## config.mk

```make
export PLATFORM = sky130hd
export DESIGN_NAME = brj_resolver
export DESIGN_NICKNAME = d
export VERILOG_FILES = /design/src/rtl/brj_pkg.sv /design/src/rtl/brj_decode.sv /design/src/rtl/brj_lane.sv /design/src/rtl/brj_compare.sv /design/src/rtl/brj_target.sv /design/src/rtl/brj_resolver.sv
export SDC_FILE = /design/constraint.sdc
export NUM_CORES = 1
export LEC_CHECK = 0
export BUFFER_PORTS_ARGS = -buffer_cell sky130_fd_sc_hd__clkbuf_2
export CAP_MARGIN = 20
export CORE_UTILIZATION = 35
export DETAILED_ROUTE_END_ITERATION = 7
export SYNTH_ARGS = -nofsm -noshare
export SYNTH_HDL_FRONTEND = slang
export SYNTH_SLANG_ARGS = --single-unit
```

## constraint.sdc

```tcl
create_clock -name clk -period 6.75 [get_ports clk]
set_input_delay 0 -clock clk [delete_from_list [all_inputs] [get_ports clk]]
set_output_delay 0 -clock clk [all_outputs]
set_load 0.02 [all_outputs]
```

## src/rtl/brj_pkg.sv

```systemverilog
// Package brj_pkg
// Shared encodings and the decoded-instruction record for the branch
// resolver. Assumes the opcode layout {op[3:0], use_reg, class[2:0]}.
package brj_pkg;

    localparam logic [2:0] CLS_WIDE   = 3'h5;
    localparam logic [2:0] CLS_NARROW = 3'h6;

    typedef enum logic [3:0] {
        OP_JUMP  = 4'h0,
        OP_EQ    = 4'h1,
        OP_UGT   = 4'h2,
        OP_UGE   = 4'h3,
        OP_TEST  = 4'h4,
        OP_NE    = 4'h5,
        OP_SGT   = 4'h6,
        OP_SGE   = 4'h7,
        OP_CALL  = 4'h8,
        OP_RET   = 4'h9,
        OP_ULT   = 4'ha,
        OP_ULE   = 4'hb,
        OP_SLT   = 4'hc,
        OP_SLE   = 4'hd,
        OP_RSV_E = 4'he,
        OP_RSV_F = 4'hf
    } brj_op_e;

    typedef enum logic [2:0] {
        K_COND   = 3'd0,
        K_JUMP   = 3'd1,
        K_HELPER = 3'd2,
        K_LOCAL  = 3'd3,
        K_RET    = 3'd4,
        K_BAD    = 3'd5
    } brj_kind_e;

    typedef struct packed {
        logic      wide;
        logic      use_reg;
        brj_op_e   op;
        brj_kind_e kind;
    } brj_dec_t;

endpackage

```

## src/rtl/brj_decode.sv

```systemverilog
// Module brj_decode
// Splits the opcode into class width, operand select and operation, and
// classifies the instruction. Assumes nothing about operand values; any
// encoding outside the defined set is classified K_BAD.
module brj_decode
    import brj_pkg::*;
(
    input  logic [7:0] opcode,
    input  logic [3:0] src_fld,
    output brj_dec_t   dec
);

    logic [2:0] cls;
    brj_op_e    op;
    logic       cls_ok;

    assign cls    = opcode[2:0];
    assign op     = brj_op_e'(opcode[7:4]);
    assign cls_ok = (cls == CLS_WIDE) || (cls == CLS_NARROW);

    // Classify the operation, checking the source field where it is fixed.
    always_comb begin
        dec.wide    = (cls == CLS_WIDE);
        dec.use_reg = opcode[3];
        dec.op      = op;
        dec.kind    = K_BAD;
        unique case (op)
            OP_JUMP: dec.kind = (src_fld == 4'd0) ? K_JUMP : K_BAD;
            OP_EQ, OP_UGT, OP_UGE, OP_TEST, OP_NE, OP_SGT, OP_SGE,
            OP_ULT, OP_ULE, OP_SLT, OP_SLE:
                     dec.kind = K_COND;
            OP_CALL: begin
                if (src_fld == 4'd1)
                    dec.kind = K_LOCAL;
                else if (src_fld == 4'd0 || src_fld == 4'd2)
                    dec.kind = K_HELPER;
                else
                    dec.kind = K_BAD;
            end
            OP_RET:  dec.kind = (src_fld == 4'd0) ? K_RET : K_BAD;
            default: dec.kind = K_BAD;
        endcase
        if (!cls_ok)
            dec.kind = K_BAD;
    end

endmodule

```

## src/rtl/brj_lane.sv

```systemverilog
// Module brj_lane
// Raw relations of two W-bit operands: equality, unsigned and signed
// less-than, and non-zero bitwise AND. Purely combinational.
module brj_lane #(
    parameter int W = 64
) (
    input  logic [W-1:0] a,
    input  logic [W-1:0] b,
    output logic         eq,
    output logic         ult,
    output logic         slt,
    output logic         any_and
);

    // Compute every relation the predicates are built from.
    always_comb begin
        eq      = (a == b);
        ult     = (a < b);
        slt     = ($signed(a) < $signed(b));
        any_and = |(a & b);
    end

endmodule

```

## src/rtl/brj_compare.sv

```systemverilog
// Module brj_compare
// Evaluates a conditional predicate at the full or half width. Both lanes
// are built side by side (generate) and the class picks one. Assumes the
// second operand has already been selected and sign-extended.
module brj_compare
    import brj_pkg::*;
#(
    parameter int XLEN = 64
) (
    input  logic [XLEN-1:0] a,
    input  logic [XLEN-1:0] b,
    input  logic            wide,
    input  brj_op_e         op,
    output logic            hit
);

    localparam int NLANE = 2;
    localparam int HALF  = XLEN / 2;

    logic [NLANE-1:0] l_eq, l_ult, l_slt, l_and;

    for (genvar g = 0; g < NLANE; g++) begin : g_lane
        localparam int LW = (g == 0) ? HALF : XLEN;
        brj_lane #(.W(LW)) u_lane (
            .a       (a[LW-1:0]),
            .b       (b[LW-1:0]),
            .eq      (l_eq[g]),
            .ult     (l_ult[g]),
            .slt     (l_slt[g]),
            .any_and (l_and[g])
        );
    end

    logic eq, ult, slt, tst;

    // Pick the lane matching the class width.
    always_comb begin
        eq  = wide ? l_eq[1]  : l_eq[0];
        ult = wide ? l_ult[1] : l_ult[0];
        slt = wide ? l_slt[1] : l_slt[0];
        tst = wide ? l_and[1] : l_and[0];
    end

    // Map the operation code onto the raw relations.
    always_comb begin
        unique case (op)
            OP_EQ:   hit = eq;
            OP_NE:   hit = !eq;
            OP_UGT:  hit = !ult && !eq;
            OP_UGE:  hit = !ult;
            OP_ULT:  hit = ult;
            OP_ULE:  hit = ult || eq;
            OP_SGT:  hit = !slt && !eq;
            OP_SGE:  hit = !slt;
            OP_SLT:  hit = slt;
            OP_SLE:  hit = slt || eq;
            OP_TEST: hit = tst;
            default: hit = 1'b0;
        endcase
    end

endmodule

```

## src/rtl/brj_target.sv

```systemverilog
// Module brj_target
// Forms the fall-through and next program counters. The displacement is
// either the short offset or the immediate, sign-extended to the counter
// width; the sum wraps modulo 2^PC_W. Assumes PC_W >= OFF_W.
module brj_target #(
    parameter int PC_W  = 32,
    parameter int OFF_W = 16,
    parameter int IMM_W = 32
) (
    input  logic [PC_W-1:0]  pc,
    input  logic [OFF_W-1:0] offset,
    input  logic [IMM_W-1:0] imm,
    input  logic             disp_imm,
    input  logic             taken,
    output logic [PC_W-1:0]  next_pc,
    output logic [PC_W-1:0]  ret_pc
);

    logic [PC_W-1:0] disp;

    // Select and widen the displacement, then add it to the fall-through.
    always_comb begin
        disp    = disp_imm ? PC_W'($signed(imm)) : PC_W'($signed(offset));
        ret_pc  = pc + PC_W'(1);
        next_pc = taken ? (ret_pc + disp) : ret_pc;
    end

endmodule

```

## src/rtl/brj_resolver.sv

```systemverilog
// Module brj_resolver
// Top of the branch resolver: decodes one control-transfer instruction,
// evaluates its condition and target, and registers the result one cycle
// after issue. Synchronous active-low reset clears every output.
module brj_resolver
    import brj_pkg::*;
#(
    parameter int XLEN  = 64,
    parameter int PC_W  = 32,
    parameter int OFF_W = 16,
    parameter int IMM_W = 32
) (
    input  logic             clk,
    input  logic             rst_n,
    input  logic             issue_vld,
    input  logic [7:0]       opcode,
    input  logic [3:0]       src_fld,
    input  logic [OFF_W-1:0] offset,
    input  logic [IMM_W-1:0] imm,
    input  logic [XLEN-1:0]  dst_val,
    input  logic [XLEN-1:0]  src_val,
    input  logic [PC_W-1:0]  pc,
    output logic             res_vld,
    output logic             res_taken,
    output logic [PC_W-1:0]  res_next_pc,
    output logic [PC_W-1:0]  res_ret_pc,
    output logic             res_call,
    output logic             res_local_call,
    output logic             res_exit,
    output logic             res_illegal
);

    brj_dec_t        dec;
    logic [XLEN-1:0] opnd_b;
    logic            cond_hit;
    logic            take;
    logic            disp_imm;
    logic [PC_W-1:0] nxt, ret;

    brj_decode u_dec (
        .opcode  (opcode),
        .src_fld (src_fld),
        .dec     (dec)
    );

    // Second operand: register or sign-extended immediate.
    assign opnd_b = dec.use_reg ? src_val : XLEN'($signed(imm));

    brj_compare #(.XLEN(XLEN)) u_cmp (
        .a    (dst_val),
        .b    (opnd_b),
        .wide (dec.wide),
        .op   (dec.op),
        .hit  (cond_hit)
    );

    // Taken decision and displacement source per instruction kind.
    always_comb begin
        unique case (dec.kind)
            K_COND:  take = cond_hit;
            K_JUMP:  take = 1'b1;
            K_LOCAL: take = 1'b1;
            default: take = 1'b0;
        endcase
        disp_imm = (dec.kind == K_LOCAL) || (dec.kind == K_JUMP && !dec.wide);
    end

    brj_target #(.PC_W(PC_W), .OFF_W(OFF_W), .IMM_W(IMM_W)) u_tgt (
        .pc       (pc),
        .offset   (offset),
        .imm      (imm),
        .disp_imm (disp_imm),
        .taken    (take),
        .next_pc  (nxt),
        .ret_pc   (ret)
    );

    // Result register with synchronous active-low reset.
    always_ff @(posedge clk) begin
        if (!rst_n) begin
            res_vld        <= 1'b0;
            res_taken      <= 1'b0;
            res_next_pc    <= '0;
            res_ret_pc     <= '0;
            res_call       <= 1'b0;
            res_local_call <= 1'b0;
            res_exit       <= 1'b0;
            res_illegal    <= 1'b0;
        end else begin
            res_vld        <= issue_vld;
            res_taken      <= take;
            res_next_pc    <= nxt;
            res_ret_pc     <= ret;
            res_call       <= (dec.kind == K_HELPER) || (dec.kind == K_LOCAL);
            res_local_call <= (dec.kind == K_LOCAL);
            res_exit       <= (dec.kind == K_RET);
            res_illegal    <= (dec.kind == K_BAD);
        end
    end

    // validity follows the issue strobe by one cycle.
    p_vld_follow_r1: assert property (@(posedge clk) disable iff (!rst_n)
        issue_vld |=> res_vld);
    p_vld_idle_r1: assert property (@(posedge clk) disable iff (!rst_n)
        !issue_vld |=> !res_vld);

    // a result that is not taken falls through to the return address.
    p_fallthru_r6: assert property (@(posedge clk) disable iff (!rst_n)
        (res_vld && !res_taken) |-> (res_next_pc == res_ret_pc));

    // a local call is a call that transfers control.
    p_local_call_r8: assert property (@(posedge clk) disable iff (!rst_n)
        res_local_call |-> (res_call && res_taken));

    // a return is flagged alone and never taken.
    p_exit_quiet_r9: assert property (@(posedge clk) disable iff (!rst_n)
        res_exit |-> (!res_taken && !res_call));

    // an illegal encoding raises no other indication.
    p_illegal_quiet_r10: assert property (@(posedge clk) disable iff (!rst_n)
        res_illegal |-> (!res_taken && !res_call && !res_exit));

    // the three kind flags exclude one another.
    p_kind_excl_r10: assert property (@(posedge clk) disable iff (!rst_n)
        $onehot0({res_call, res_exit, res_illegal}));

endmodule

```

==> impl_metrics.tcl, run 1 <==
set metrics [dict create \
    ys_ff_latch 70 \
    ys_warn_count 0 \
    hp-class "primary input to register" \
    drive_gt1_share_pct 28.0 \
    fin_crit_ns 4.99 \
    drtIter0Drc 492 \
    synth_edf_count 0 \
    h-tree-depth 3 \
    vdd.ir_drop.worst_mv 0.128 \
    drc 0 \
    hold_viol 0 \
    dieHeight_um 154 \
    holdPathStages 3 \
    synth.distinct_cells 73 \
    yosysSeqAreaShare_pct 17.3 \
    coreArea_um2 22700 \
    postCtsResizedCells 0 \
    fp-row-count 55 \
    most-common-layout-cells "clkbuf_2 (291), ha_1 (160), a21oi_1 (112)" \
    start_kind "primary input" \
    worst_setup_path_end_kind "register" \
    ant_nets 0 \
    dieArea_um2 23800 \
    worstMarginPinSlew_ns 0.986 \
    antenna_found_initial 0 \
    finalSetupViolCount 0 \
    fp.dieW_um 154 \
    fin_nets 1674 \
    grt_use_total_pct 23.3 \
    p_int_uw 1030 \
    nFillCells 2315 \
    cts-root-buf "clkbuf_16" \
    ys_top_cells_by_area "ha_1 (25%), dfxtp_1 (17%), a21oi_1 (7.0%)" \
    critPathMaxFanout 20 \
    run_status "complete, no violations" \
    numCtsBuffers 9 \
    initial_utilization_pct 35.8 \
    syn2layout_area_growth_pct 25.8 \
    min_from "pc[23]" \
    maxSlewViolCount 0 \
    synthesis.nets 1394 \
    cts.clk_slew.worst_paths_ns 0.07 \
    switching_share_pct 37.5 \
    critical_path_class "primary input to register" \
    grt_pass1_vias 8288 \
    powerDensity_nw_per_um2 161 \
    power_uw 1650 \
    p_comb_share_pct 39.6 \
    ys.flop_type "dfxtp_1" \
    async_flop_share_pct 0 \
    yosys.area.top_type "ha_1" \
    final_common_cell "clkbuf_2" \
    fmax_mhz 200 \
    num_vias 8341 \
    via_per_inst 5.28 \
    cts_tree "done" \
    arrival_ns 5.21 \
    portBuffers 292 \
    synth_top_area_share_pct 24.7 \
    wl_mm 27.8 \
    gr-total-overflow 0 \
    syn_area_per_cell_um2 8.04 \
    cp.required_ns 6.97 \
    gp_congestion 0.875 \
    net-switching-power_uw 618 \
    startpoint "opcode[7]" \
    dp_hpwl_mm 22.9 \
    drv_cap 0 \
    syn_area_um2 8120 \
    p_seq_share_pct 27.5 \
    p_leak_uw 0.00520 \
    grt_max_degree 50 \
    synthCells 1010 \
    rsz0062_at_grt "no" \
    max-clock-path-buffers 2 \
    grt_pass1_wl_mm 43.6 \
    dr.pass1.iters 5 \
    wire_per_inst_um 17.6 \
    fin_tns_setup_ns 0 \
    antenna-diode-count 0 \
    slew_headroom_pct 34.2 \
    clock-sinks 70 \
    io-pin-count 293 \
    clock_power_share_pct 32.9 \
    final.period_utilization_pct 73.9 \
]
-- cells in the mapped netlist, drive strengths merged, types with 17 or more instances --
| master | count |
|---|---|
| ha | 160 |
| a21oi | 116 |
| inv | 88 |
| nand2 | 79 |
| dfxtp | 70 |
| o21ai | 47 |
| nor2 | 37 |
| and2 | 31 |
| mux2i | 31 |
| xnor2 | 31 |
| nand3 | 30 |
| nand4 | 29 |
| nor4 | 27 |
| clkbuf | 24 |
| xor2 | 24 |
| nor3 | 22 |
| a21o | 18 |
| a211oi | 17 |
-- power by group through the flow --
stage / registers (uW) / logic [uW] / clock network (uW)
2_1_floorplan: 493 / 387 / 0
3_3_place_gp: 463 / 645 / 0
3_5_place_dp: 461 / 646 / 0
4_1_cts: 453 / 653 / 551
5_1_grt: 455 / 728 / 567
6_report: 453 / 652 / 543
-- per-layer routing --
layer / track usage, % / up-vias / share of wire [%]
met2: 40.9 / 250 / 48
met3: 3.25 / 35 / 4.8
met5: 0 / - / 0
met1: 29.4 / 3856 / 45
met4: 7.45 / 0 / 2.3
li1: - / 4200 / -
-- critical path: stages --
cell and delay (ns):
clkbuf_2 0.15, inv_1 0.14, maj3_1 0.37, o41a_2 0.45, nor3_4 0.82, mux2_2 0.46, ha_1 0.30, a211oi_1 0.34
o211ai_1 0.19, a32oi_1 0.40, o221a_2 0.29, o31ai_1 0.11, a31oi_1 0.31, o21ai_1 0.12, a2111oi_1 0.45, o31ai_1 0.11
nor3b_2 0.18
-- stage by stage --
| stage | area (um2) | utilization (%) | hold slack [ns] | setup WS (ns) | cells |
|---|---|---|---|---|---|
| floorplan | 8120 | - | 0.0724 | 2.57 | 1010 |
| global placement | 9850 | 43.4 | 0.207 | 1.45 | 1560 |
| detailed placement | 9850 | 43.4 | 0.222 | 1.34 | 1560 |
| CTS | 10200 | 45.0 | 0.0229 | 1.70 | 1580 |
| global route | 10200 | 45.0 | 0.0567 | 1.28 | 1580 |
| finish | 10200 | 45.0 | 0.0384 | 1.76 | 1580 |
-- repair_timing --
action                                 in CTS  in global routing
hold buffers                                4                  0
setup buffers                               0                  0
endpoints found under the hold margin       5                  0
-- logic make-up after synthesis --
group	share of synthesized area, %
mux	6.04
fa+ha+maj	25.0
simple gates	19.0
compound gates	20.8
xor+xnor	5.93
buf+inv	6.01
flops	17.3
-- path summary, 6_finish.rpt --
path	slack, ns	endpoint
min	0.04	res_ret_pc[23]
max	1.76	res_next_pc[31]
-- flip-flops by register name, indices dropped and copies added, names as in the netlist --
name / count
res_local_call: 1
res_next_pc: 32
res_taken: 1
res_vld: 1
res_call: 1
res_ret_pc: 32
res_exit: 1
res_illegal: 1
-- final cells by class --
cell class | count | area, um2 | share of cell area, %
multi-input combinational | 817 | 6240 | 61.1
timing repair buffer | 303 | 1550 | 15.2
sequential | 70 | 1400 | 13.7
tap | 285 | 357 | 3.49
inverter | 89 | 334 | 3.27
clock buffer | 9 | 225 | 2.20
clock inverter | 7 | 103 | 1.00
Note: power is estimated with default switching activity, not from simulation.
==> run 2, diff against run 1 <==
==> constraint.sdc (replaced) <==
create_clock -name clk -period 4.07 [get_ports clk]
set_input_delay 0 -clock clk [delete_from_list [all_inputs] [get_ports clk]]
set_output_delay 0 -clock clk [all_outputs]
set_load 0.02 [all_outputs]
==> impl_metrics.tcl, run 2 (synthesized netlist as in run 1, its figures left out) <==
set metrics [dict create \
    final.period_utilization_pct 96.1 \
    drv_cap 0 \
    p_leak_uw 0.00570 \
    arrival_ns 4.14 \
    numCtsBuffers 9 \
    fmax_mhz 256 \
    worstMarginPinSlew_ns 0.983 \
    vdd.ir_drop.worst_mv 0.241 \
    io-pin-count 293 \
    cts-root-buf "clkbuf_16" \
    finalSetupViolCount 0 \
    hp-class "primary input to register" \
    drc 0 \
    cts.clk_slew.worst_paths_ns 0.06 \
    drive_gt1_share_pct 33.7 \
    ant_nets 0 \
    h-tree-depth 3 \
    dr.pass1.iters 4 \
    dieHeight_um 154 \
    num_vias 8686 \
    fp.dieW_um 154 \
    place_inst 1657 \
    gp_congestion 0.940 \
    worst_setup_path_end_kind "register" \
    critical_path_class "primary input to register" \
    via_per_inst 5.18 \
    maxSlewViolCount 0 \
    hold_viol 0 \
    fin_cells 1678 \
    cts_tree "done" \
    grt_pass1_wl_mm 44.0 \
    wl_mm 28.8 \
    antenna-diode-count 0 \
    slew_headroom_pct 34.4 \
    syn2layout_area_growth_pct 36.4 \
    dieArea_um2 23800 \
    final_common_cell "clkbuf_2" \
    fp-row-count 55 \
    start_kind "primary input" \
    clock-sinks 70 \
    wire_per_inst_um 17.1 \
    critPathMaxFanout 15 \
    fin_nets 1772 \
    gr-total-overflow 0 \
    power_uw 2830 \
    initial_utilization_pct 35.8 \
    max-clock-path-buffers 2 \
    fin_tns_setup_ns 0 \
    powerDensity_nw_per_um2 255 \
    hold_slack_ns 0.0188 \
    cp.required_ns 4.30 \
    reg_top3 "res_next_pc: 32 flops, res_ret_pc: 32 flops" \
    run_status "complete, no violations" \
    portBuffers 292 \
    most-common-layout-cells "clkbuf_2 (291), ha_1 (159), a21oi_1 (111)" \
    grt_use_total_pct 23.7 \
    dp_hpwl_mm 24.2 \
    grt_max_degree 41 \
    grt_pass1_vias 8600 \
    fin_crit_ns 3.91 \
    drtIter0Drc 469 \
    nFillCells 2299 \
    antenna_found_initial 0 \
    coreArea_um2 22700 \
]
[run 2: cell types whose count changed in the layout (fill, tap and decap cells not counted), sizes merged]
cell / delta
clkbuf: +2
buf: +98
bufinv: -1
inv: -1
[run 2: timing repair]
item / in CTS / in global routing
setup endpoints to repair: 0 / 8
endpoints found under the hold margin: 3 / 0
hold buffers: 4 / 0
resized for setup: 0 / 15
buffers inserted: 0 / 1
[run 2: area by class of cell]
cell class              instances  area, um2  area share [%]
multi-input cells             817       6310            57.0
well taps                     285        357            3.22
repair buffers                401       2360            21.3
inverters                      89        334            3.02
clock inverters                 5       63.8           0.576
flip-flops and latches         70       1400            12.7
clock buffers                  11        253            2.28
[run 2: critical path: stages]
cell and delay, ns:
dlygate4sd3_1 0.55, clkbuf_2 0.14, and3_4 0.20, nand3b_2 0.11, nor3_4 0.28, buf_12 0.19, mux2_2 0.35, ha_1 0.34
nand2_1 0.09, o21ai_0 0.29, a32oi_2 0.13, o221a_2 0.31, o31ai_2 0.27, a31oi_1 0.14, buf_4 0.17, a2111oi_4 0.33
o31ai_1 0.09, nor3b_2 0.16
[run 2: worst paths after layout]
kind,from,end,cells after the start
hold / removal,pc[31],res_ret_pc[31],3
setup / recovery,opcode[2],res_next_pc[31],18
[run 2: through the flow]
stage	cell area, um2	setup WS [ns]	utilization [%]
3_5_place_dp	10600	-0.222	46.8
4_1_cts	11000	0.0113	48.4
2_1_floorplan	8120	0.00587	-
3_3_place_gp	10600	-0.187	46.8
5_1_grt	11100	-0.00919	48.8
6_report	11100	0.160	48.8
[run 2: where the power goes]
part / total, uW / internal, uW / switching [uW]
Sequential: 747 / 732 / 15.1
Combinational: 1230 / 539 / 691
Clock: 848 / 514 / 334
[run 2: routing by layer]
metal | part of all wire [%] | vias to the layer above | track usage (%)
met2 | 49 | 236 | 42.9
met5 | 0 | - | 0
li1 | - | 4391 | -
met4 | 2.8 | 0 | 8.39
met3 | 4.5 | 41 | 3.36
met1 | 44 | 4018 | 28.4
==> run 3, diff against run 2 <==
--- a/config.mk
+++ b/config.mk
@@ -5,6 +5,7 @@
 export SDC_FILE = /design/constraint.sdc
 export NUM_CORES = 1
 export LEC_CHECK = 0
+export ABC_AREA = 1
 export BUFFER_PORTS_ARGS = -buffer_cell sky130_fd_sc_hd__clkbuf_2
 export CAP_MARGIN = 20
 export CORE_UTILIZATION = 35
==> impl_metrics.tcl, run 3 <==
set metrics [dict create \
    fin_tns_setup_ns 0 \
    initial_utilization_pct 36.0 \
    async_flop_share_pct 0 \
    wire_per_inst_um 14.2 \
    slew_headroom_pct 53.8 \
    h-tree-depth 3 \
    num_vias 9366 \
    ant_nets 0 \
    net-switching-power_uw 1050 \
    synth_edf_count 0 \
    ys_ff_latch 70 \
    grt_pass1_vias 9194 \
    hp-class "primary input to register" \
    ys.flop_type "dfxtp_1" \
    fp-row-count 57 \
    critical_path_class "primary input to register" \
    run_status "complete, no violations" \
    fin_nets 2032 \
    dr.pass1.iters 8 \
    final_common_cell "clkbuf_2" \
    finalSetupViolCount 0 \
    synthTopCellsByCount "nand2_1 (269), inv_1 (221), nor2_1 (173)" \
    yosys.area.top_type "ha_1" \
    ys_top_cells_by_area "ha_1 (23%), dfxtp_1 (16%), nand2_1 (11%)" \
    worstMarginPinSlew_ns 0.692 \
    numCtsBuffers 9 \
    vdd.ir_drop.worst_mv 0.277 \
    synth.most_common_cell "nand2_1" \
    grt_use_total_pct 21.7 \
    gr-total-overflow 0 \
    cp.required_ns 4.34 \
    io-pin-count 293 \
    cts-root-buf "clkbuf_16" \
    place_inst 1957 \
    grt_pass1_wl_mm 45.1 \
    cts_tree "done" \
    hold_viol 0 \
    grt_max_degree 46 \
    hold_slack_ns 0.0134 \
    portBuffers 292 \
    rsz0062_at_grt "no" \
    syn_area_per_cell_um2 6.46 \
    dp_hpwl_mm 24.6 \
    start_kind "primary input" \
    critPathMaxFanout 11 \
    wl_mm 28.1 \
    drc 0 \
    synth.distinct_cells 47 \
    drive_gt1_share_pct 24.1 \
    p_int_uw 1810 \
    synthesis.nets 1749 \
    switching_share_pct 36.8 \
    syn2layout_area_growth_pct 24.4 \
    fmax_mhz 281 \
    worst_setup_path_end_kind "register" \
    maxSlewViolCount 0 \
    p_seq_share_pct 26.4 \
    cts.clk_slew.worst_paths_ns 0.05 \
    syn_area_um2 8820 \
    synthCells 1365 \
    antenna_found_initial 1 \
    synth_top_area_share_pct 22.7 \
    coreArea_um2 24500 \
    final.period_utilization_pct 87.6 \
    fin_cells 1977 \
    p_comb_share_pct 42.3 \
    dieArea_um2 25900 \
    via_per_inst 4.74 \
    antenna-diode-count 0 \
    drv_cap 0 \
    drtIter0Drc 380 \
    arrival_ns 3.84 \
    most-common-layout-cells "clkbuf_2 (292), nand2_1 (269), inv_1 (221)" \
    yosysSeqAreaShare_pct 15.9 \
    cts_setup_buffers 0 \
    max-clock-path-buffers 2 \
    dieHeight_um 161 \
    clock-sinks 70 \
    p_leak_uw 0.00628 \
    powerDensity_nw_per_um2 260 \
    fp.dieW_um 161 \
    clock_power_share_pct 31.2 \
    gp_congestion 0.899 \
    fin_crit_ns 3.56 \
    ys_warn_count 0 \
    reg_top3 "res_next_pc: 32 flops, res_ret_pc: 32 flops" \
]
-- run 3: cell count changes in the layout (fill, tap and decap cells not counted), moves of 28 or more --
cell	previous run	this run
and2_1	31	3
or2_2	2	32
mux2i_1	31	0
nor2_1	36	173
o21ai_0	41	76
buf_4	99	8
nand2_1	78	269
inv_1	88	221
-- run 3: final cells by class --
type	count	area [um2]
clock buffer	9	225
inverter	226	848
sequential	70	1400
fill	2631	13600
multi-input combinational	1037	6420
clock inverter	7	123
timing repair buffer	304	1560
tap	324	405
-- run 3: power groups by stage --
stage | Sequential (uW) | Clock, uW | Combinational, uW
floorplan | 830 | 0 | 747
global placement | 771 | 0 | 1200
detailed placement | 770 | 0 | 1210
CTS | 756 | 907 | 1220
global route | 758 | 931 | 1380
finish | 756 | 893 | 1210
-- run 3: path summary, 6_finish.rpt --
path	slack [ns]	to	from	cells past startpoint
worst max-delay path	0.51	res_next_pc[30]	opcode[7]	25
worst min-delay path	0.01	res_ret_pc[20]	pc[20]	3
-- run 3: worst max-delay path, stage by stage --
cell and delay (ns):
clkbuf_2 0.18, inv_2 0.07, nor2_2 0.19, nand2_1 0.11, o21ai_0 0.17, inv_1 0.05
nand2_1 0.15, nand3_2 0.24, o21ai_0 0.24, ha_1 0.19, inv_1 0.06, fa_1 0.39
nand3b_1 0.17, nand2_1 0.10, a21oi_1 0.10, o21bai_1 0.27, a21oi_1 0.15, o21ai_0 0.40
nand3_1 0.12, nand2_1 0.10, xor2_1 0.14, inv_1 0.05, nand2_1 0.06, nand2_1 0.05
nor2_1 0.09
-- run 3: repair_timing --
item,in CTS,in global routing
hold buffers,4,0
gates resized for setup,0,1
setup endpoints to repair,0,4
endpoints found under the hold margin,4,0
-- run 3: kinds of logic (layout without fill, tap and decap cells) --
group                    Yosys count  after routing  synth area share (%)
buffers and inverters            258            546                  11.4
XOR/XNOR                          52             52                  5.25
flip-flops                        70             70                  15.9
AND/OR/NAND/NOR                  595            595                  29.8
AO/OA/AOI/OAI                    216            216                  13.1
multiplexers                      13             13                  1.66
adder cells (fa/ha/maj)          161            161                  22.9
-- run 3: per-stage QoR --
step                util [%]  power [uW]  setup WS [ns]  cell area, um2
finish                  44.8        2860          0.505           11000
CTS                     44.8        2880          0.391           11000
global placement        43.2        1970          0.163           10600
global route            44.8        3070        0.00577           11000
floorplan                  -        1580          0.614            8820
detailed placement      43.2        1980         0.0457           10600
-- run 3: layer usage --
metal	global-route usage, %	share of wire, %
met1	27.3	46
met2	38.7	47
met3	3.18	4.8
met4	5.32	1.6
met5	0	0.061
